<file path="config.mk">
export PLATFORM = sky130hd
export DESIGN_NAME = sfmMaintLatch
export DESIGN_NICKNAME = d
export VERILOG_FILES = /design/src/rtl/sfm_pkg.sv /design/src/rtl/sfmMaintCtl.sv /design/src/rtl/sfmMaintPath.sv /design/src/rtl/sfmMaintLatch.sv
export SDC_FILE = /design/constraint.sdc
export NUM_CORES = 1
export LEC_CHECK = 0
export BUFFER_PORTS_ARGS = -buffer_cell sky130_fd_sc_hd__buf_2
export CAP_MARGIN = 20
export CORE_MARGIN = 5
export CORE_UTILIZATION = 44
export CTS_CLUSTER_SIZE = 20
export DETAILED_ROUTE_END_ITERATION = 16
export GPL_ROUTABILITY_DRIVEN = 0
export MAX_ROUTING_LAYER = met4
export PLACE_DENSITY_LB_ADDON = 0.08
export SYNTH_ARGS = -nofsm -noshare
export SYNTH_HDL_FRONTEND = slang
export SYNTH_SLANG_ARGS = --single-unit
</file>
<file path="constraint.sdc">
create_clock -name clk -period 2.44 [get_ports clk]
set_input_delay 0.488 -clock clk [delete_from_list [all_inputs] [get_ports clk]]
set_output_delay 0.488 -clock clk [all_outputs]
set_load 0.01 [all_outputs]
</file>
<file path="src/rtl/sfm_pkg.sv">
package sfm_pkg;
  typedef struct packed {
    logic loadActive;   // copy shadow to active this edge
    logic allowUpdate;  // update not frozen (for guards)
  } ctlStrobes_t;
endpackage

</file>
<file path="src/rtl/sfmMaintCtl.sv">
module sfmMaintCtl
  import sfm_pkg::*;
#(
  parameter int TEAR_SF = 3
) (
  input  logic        clk,
  input  logic        rstN,
  input  logic        sfBoundary,
  input  logic        updDisable,
  input  logic        deactReq,
  output ctlStrobes_t strobes,
  output logic        tearDown
);
  localparam int LIMIT = TEAR_SF + 1;
  localparam int CW    = $clog2(LIMIT + 1);

  logic [CW-1:0] sfCount;

  always_comb begin
    strobes.allowUpdate = !updDisable;
    strobes.loadActive  = sfBoundary && !updDisable;
  end

  always_ff @(posedge clk) begin
    if (!rstN) begin
      sfCount <= '0;
    end else if (!deactReq) begin
      sfCount <= '0;
    end else if (sfBoundary && (sfCount != CW'(LIMIT))) begin
      sfCount <= sfCount + 1'b1;
    end
  end

  assign tearDown = (sfCount == CW'(LIMIT));

  p_teardown_r7: assert property (@(posedge clk) disable iff (!rstN)
    $rose(tearDown) |-> ($past(sfBoundary) && $past(deactReq)));

  p_abort_r8: assert property (@(posedge clk) disable iff (!rstN)
    !deactReq |=> !tearDown);
endmodule

</file>
<file path="src/rtl/sfmMaintPath.sv">
module sfmMaintPath
  import sfm_pkg::*;
#(
  parameter int M4_W   = 8,
  parameter int AUX_W  = 4,
  parameter int DATA_W = 8
) (
  input  logic              clk,
  input  logic              rstN,
  input  ctlStrobes_t       strobes,
  input  logic              wrM4,
  input  logic              wrAux,
  input  logic [DATA_W-1:0] wrData,
  output logic [M4_W-1:0]   m4Out,
  output logic [AUX_W-1:0]  auxOut
);
  localparam int AUX_LO = DATA_W - AUX_W;

  logic [M4_W-1:0]  shadowM4,  nextM4;
  logic [AUX_W-1:0] shadowAux, nextAux;

  always_comb begin
    nextM4  = wrM4  ? wrData[M4_W-1:0]       : shadowM4;
    nextAux = wrAux ? wrData[DATA_W-1:AUX_LO] : shadowAux;
  end

  always_ff @(posedge clk) begin
    if (!rstN) begin
      shadowM4  <= '1;
      shadowAux <= '1;
      m4Out     <= '1;
      auxOut    <= '1;
    end else begin
      shadowM4  <= nextM4;
      shadowAux <= nextAux;
      if (strobes.loadActive) begin
        m4Out  <= nextM4;
        auxOut <= nextAux;
      end
    end
  end

  p_load_r3: assert property (@(posedge clk) disable iff (!rstN)
    strobes.loadActive |=> (m4Out == $past(nextM4)) && (auxOut == $past(nextAux)));

  p_same_cycle_r5: assert property (@(posedge clk) disable iff (!rstN)
    (strobes.loadActive && wrM4) |=> (m4Out == $past(wrData[M4_W-1:0])));
endmodule

</file>
<file path="src/rtl/sfmMaintLatch.sv">
module sfmMaintLatch
  import sfm_pkg::*;
#(
  parameter int M4_W    = 8,
  parameter int AUX_W   = 4,
  parameter int DATA_W  = 8,
  parameter int EOC_W   = 12,
  parameter int CRC_W   = 12,
  parameter int TEAR_SF = 3
) (
  input  logic              clk,
  input  logic              rstN,
  input  logic              wrM4,
  input  logic              wrAux,
  input  logic [DATA_W-1:0] wrData,
  input  logic              sfBoundary,
  input  logic              updDisable,
  input  logic              deactReq,
  input  logic [EOC_W-1:0]  eocIn,
  input  logic              febeIn,
  input  logic [CRC_W-1:0]  crcIn,
  output logic [M4_W-1:0]   m4Out,
  output logic [AUX_W-1:0]  auxOut,
  output logic [EOC_W-1:0]  eocOut,
  output logic              febeOut,
  output logic [CRC_W-1:0]  crcOut,
  output logic              tearDown
);
  ctlStrobes_t strobes;

  sfmMaintCtl #(.TEAR_SF(TEAR_SF)) uCtl (
    .clk(clk), .rstN(rstN), .sfBoundary(sfBoundary), .updDisable(updDisable),
    .deactReq(deactReq), .strobes(strobes), .tearDown(tearDown)
  );

  sfmMaintPath #(.M4_W(M4_W), .AUX_W(AUX_W), .DATA_W(DATA_W)) uPath (
    .clk(clk), .rstN(rstN), .strobes(strobes), .wrM4(wrM4), .wrAux(wrAux),
    .wrData(wrData), .m4Out(m4Out), .auxOut(auxOut)
  );

  // ungated fields
  assign eocOut  = eocIn;
  assign febeOut = febeIn;
  assign crcOut  = crcIn;

  p_hold_r4: assert property (@(posedge clk) disable iff (!rstN)
    (sfBoundary && updDisable) |=> ($stable(m4Out) && $stable(auxOut)));

  p_no_boundary_r2: assert property (@(posedge clk) disable iff (!rstN)
    !sfBoundary |=> ($stable(m4Out) && $stable(auxOut)));
endmodule

</file>
# Word level (Yosys, flattened, before mapping)
# Cells that the tools add are included.
# totals
wordCells,14
output_inout_bits,38
in_bits,40
reg_bits,27
# classes
reduce_logical,4
n_mux,2
n_addsub,1
eq_ne,2
# ops
cell,count
two-way mux 8 bit,1
two-way mux 4 bit,1
adder 3 x 1 -> 3 bit (second input constant),1
== test 3 bit (second input constant),1
!= test 3 bit (second input constant),1
logical AND 1 bit,2
AND reduction 2 bit,1
zero test 1 bit,1

# Depth between registers and ports, before layout
# logic_depth
ltp_word,2
ltp_mapped,5
depth_no_buf,5

# By module
# A second synthesis with hierarchy kept.
# unflattened
cells_unflattened,126
area_unflattened_um2,1268.7
# by_module_without_submodules
mod,instances,seq_area_each_um2,cells_each,area_each_um2
sfmMaintPath,1,480.5,80,889.6
sfmMaintCtl,1,60.1,21,191.4
sfmMaintLatch,1,0.0,25,187.7

# Worst setup path before layout
# Ideal clock, no wire load.
# synth_timing
kind,register to output
startpoint,reg uCtl.sfCount[0]
endpoint,out tearDown
t_arrival_ns,0.785
required_time_ns,1.952
stages_incl_launch_ff,4
n_path_buf,0
path_slack_ns,1.167
cell_sequence,dfxtp_1 -> inv_1 -> ha_1 -> and2_1
# synth_via
elab_chain_len,1
# synth_rtl
item,line,source
from (decl),sfmMaintCtl.sv:17,logic [CW-1:0] sfCount;
from (signal assigned),sfmMaintCtl.sv:30,sfCount <= sfCount + 1'b1;
== test 3 bit,sfmMaintCtl.sv:34,assign tearDown = (sfCount == CW'(LIMIT));
to (decl),sfmMaintLatch.sv:27,output logic tearDown
# No other way between the ends.

# Worst setup path after layout
# Same ends and word-level chain as after synthesis.

==> impl_metrics.toml <==
[routing]
wl_per_cell_um = 15.3
first_pass_iters = 2
drt-initial-drc-count = 11
drtAntennaViolNets = 0
drc_errors = 0
routed_wl_mm = 2.16
vias = 713
avgViaCountPerCell = 5.06

[sta]
final_hold_viol_count = 0
fin_setup_tns_ns = 0
timing.hold.ws_ns = 0.397
rsz0062_at_grt = "no"
period_share = 0.733
clock.fmax_mhz = 559
drv_slew = 0
max_slew_margin = 0.653
tightestPinTransition_ns = 0.521
finalSetupViolations = 0
min_period_ns = 1.79
fin_worst_skew_ns = 0.000413

[critical_path]
path_max_fanout = 3
cp_slowest_stage_delay_ns = 0.40
cp.required_ns = 1.95
crit_chain = "inv_1, ha_1, and2_1, buf_2"
endpoint_kind = "output pin"
startpoint_type = "register"
critPathKind = "reg -> out"
crit_path_top_delay_cell = "dfxtp_1"
crit_arrival_ns = 1.30

[global_route]
grt_pass1_wl_mm = 3.50
grt_pass1_vias = 732
grt_antenna_before_repair = 0
grt_usage = 0.128
grt_max_degree = 17
gr-total-overflow = 0

[synth]
ys_seq_elements = 27
synth_ff_type = "dfxtp_1"
synth_edf_count = 0
ys.warnings.count = 0
synth_top_cell_area_share = 0.461
synth_cell_type_count = 20
yosys.area.top_type = "dfxtp_1"
synth.area.top_cells = "dfxtp_1 46%, buf_4 16%, mux2i_1 11%, a2bb2oi_1 9.0%, nand2_1 4.2%"
synth_seq_area_share = 0.461
avgSynthCellArea_um2 = 10.7
syn_inst = 110
async_flop_share = 0
syn_area_um2 = 1170
synth_nets = 152

[layout]
nNetsFinal = 154
finalNonFillerCells = 141
drive_gt1_frac = 0.315
n_antenna_cell = 0
utilization = 0.457
syn_to_final_growth_pct = -1.71

[clock_tree]
htree_num_levels = 1
insertion_delay_ns = 0.31
cts_buffer_depth = 2
numCtsBuffers = 3
cts_resized = 0
cts_tree = "done"
post_cts_buffers = 0
root_buffer = "clkbuf_4"
clock_sinks = 27
cts.clk_slew.worst_paths_ns = 0.15
postCtsHoldBufs = 0

[hold_path]
hold_path.class = "in -> reg"

[power]
vdd_drop_max_mv = 0.310
finalPower_uw = 749
p_per_area_nw_per_um2 = 650
clkPwrFrac = 0.254
switchingPower_uw = 181
p_seq_frac = 0.628
cellInternalPower_uw = 568
p_sw_frac = 0.242
p_comb_frac = 0.118
leakagePower_nw = 0.503

[place]
dp.cells = 137
port-buffer-count = 27
dp_hpwl_mm = 1.62

[floorplan]
initial_core_util = 0.465
fp.dieW_um = 61.6
rows = 18
fp.dieH_um = 61.6
die_area_um2 = 3800
io_pins = 78
core_um2 = 2520

[outcome]
outcome = "finished, final reports clean"

[flow_run]
cap_violations = 0
==> area by class of cell <==
cell class,count,area (um^2)
Sequential cell,27,541
Multi-Input combinational cell,50,398
Inverter,3,11.3
Clock inverter,1,7.51
Clock buffer,3,22.5
Timing Repair Buffer,27,135
Fill cell,277,1370
Tap cell,30,37.5
==> cells in the mapped netlist (2+ instances only) <==
master     count
inv_1          2
ha_1           2
mux2i_1       13
dfxtp_1       27
buf_6          2
a2bb2oi_1     12
nor2_1         2
buf_4         25
clkbuf_1       2
nand2_1       13
==> metal layers <==
layer | global-route usage | vias to the layer above | part of all wire
met1 | 0.156 | 308 | 0.41
met3 | 0.0440 | 24 | 0.12
met2 | 0.182 | 32 | 0.42
li1 | - | 349 | -
met4 | 0.0697 | 0 | 0.043
met5 | - | - | 0
==> power groups by stage <==
| stage | Combinational, mW | Clock (mW) | Sequential (mW) |
|---|---|---|---|
| detailed placement | 0.0900 | 0 | 0.481 |
| finish | 0.0881 | 0.190 | 0.471 |
| global route | 0.0979 | 0.225 | 0.474 |
| global placement | 0.0884 | 0 | 0.480 |
| floorplan | 0.0991 | 0 | 0.483 |
| CTS | 0.0900 | 0.205 | 0.471 |
==> worst paths after layout <==
check,startpoint,end,slack (ns),cells after the start
setup / recovery,uCtl.sfCount[0],tearDown,0.65,4
hold / removal,wrData[2],uPath.shadowM4[2],0.40,3
setup reg to reg,uCtl.sfCount[0],uCtl.sfCount[1],1.20,5
hold reg to reg,uPath.shadowM4[7],uPath.shadowM4[7],0.49,2
==> critical path, delay by kind of cell (launching register included) <==
family / cells / cell delay (ns)
flip-flops: 1 / 0.40
buffers and inverters: 2 / 0.19
adder cells (fa/ha/maj): 1 / 0.23
AND/OR/NAND/NOR: 1 / 0.17
==> sequential cells by signal (all words and copies together), names as in the netlist <==
name / flops
uPath.auxOut: 4
uCtl.sfCount: 3
uPath.shadowM4: 8
uPath.shadowAux: 4
uPath.m4Out: 8
==> cells in the final DEF (no fill, tap or decap) <==
master / Yosys / final
nor2_1: 2 / 2
and2_1: 1 / 1
ha_1: 2 / 2
mux2i_1: 13 / 13
nor3_1: 1 / 1
buf_2: 1 / 27
inv_1: 2 / 2
inv_2: 1 / 1
a21oi_1: 1 / 1
o21ai_4: 1 / 1
nand2_1: 13 / 13
a2bb2oi_1: 12 / 12
clkbuf_4: 0 / 3
clkinvlp_4: 0 / 1
a21boi_2: 1 / 1
and4b_1: 1 / 1
dfxtp_1: 27 / 27
xnor2_1: 1 / 1
nor3b_4: 1 / 1
==> kinds of logic (layout without fill, tap and decap cells) <==
group           after synthesis  after routing  synth area share
compound gates               15             15             0.117
simple gates                 19             19            0.0822
mux                          13             13             0.111
flops                        27             27             0.461
fa+ha+maj                     2              2            0.0213
xor+xnor                      1              1           0.00747
buf+inv                      33             34             0.200
==> metrics by stage <==
| stage | instance area (um^2) | setup WS [ns] |
|---|---|---|
| 6_report | 1150 | 0.652 |
| 5_1_grt | 1150 | 0.571 |
| 4_1_cts | 1150 | 0.632 |
| 3_5_place_dp | 1120 | 0.839 |
| 3_3_place_gp | 1120 | 0.876 |
| 2_1_floorplan | 1170 | 1.17 |
(Power assumes the default switching activity.)
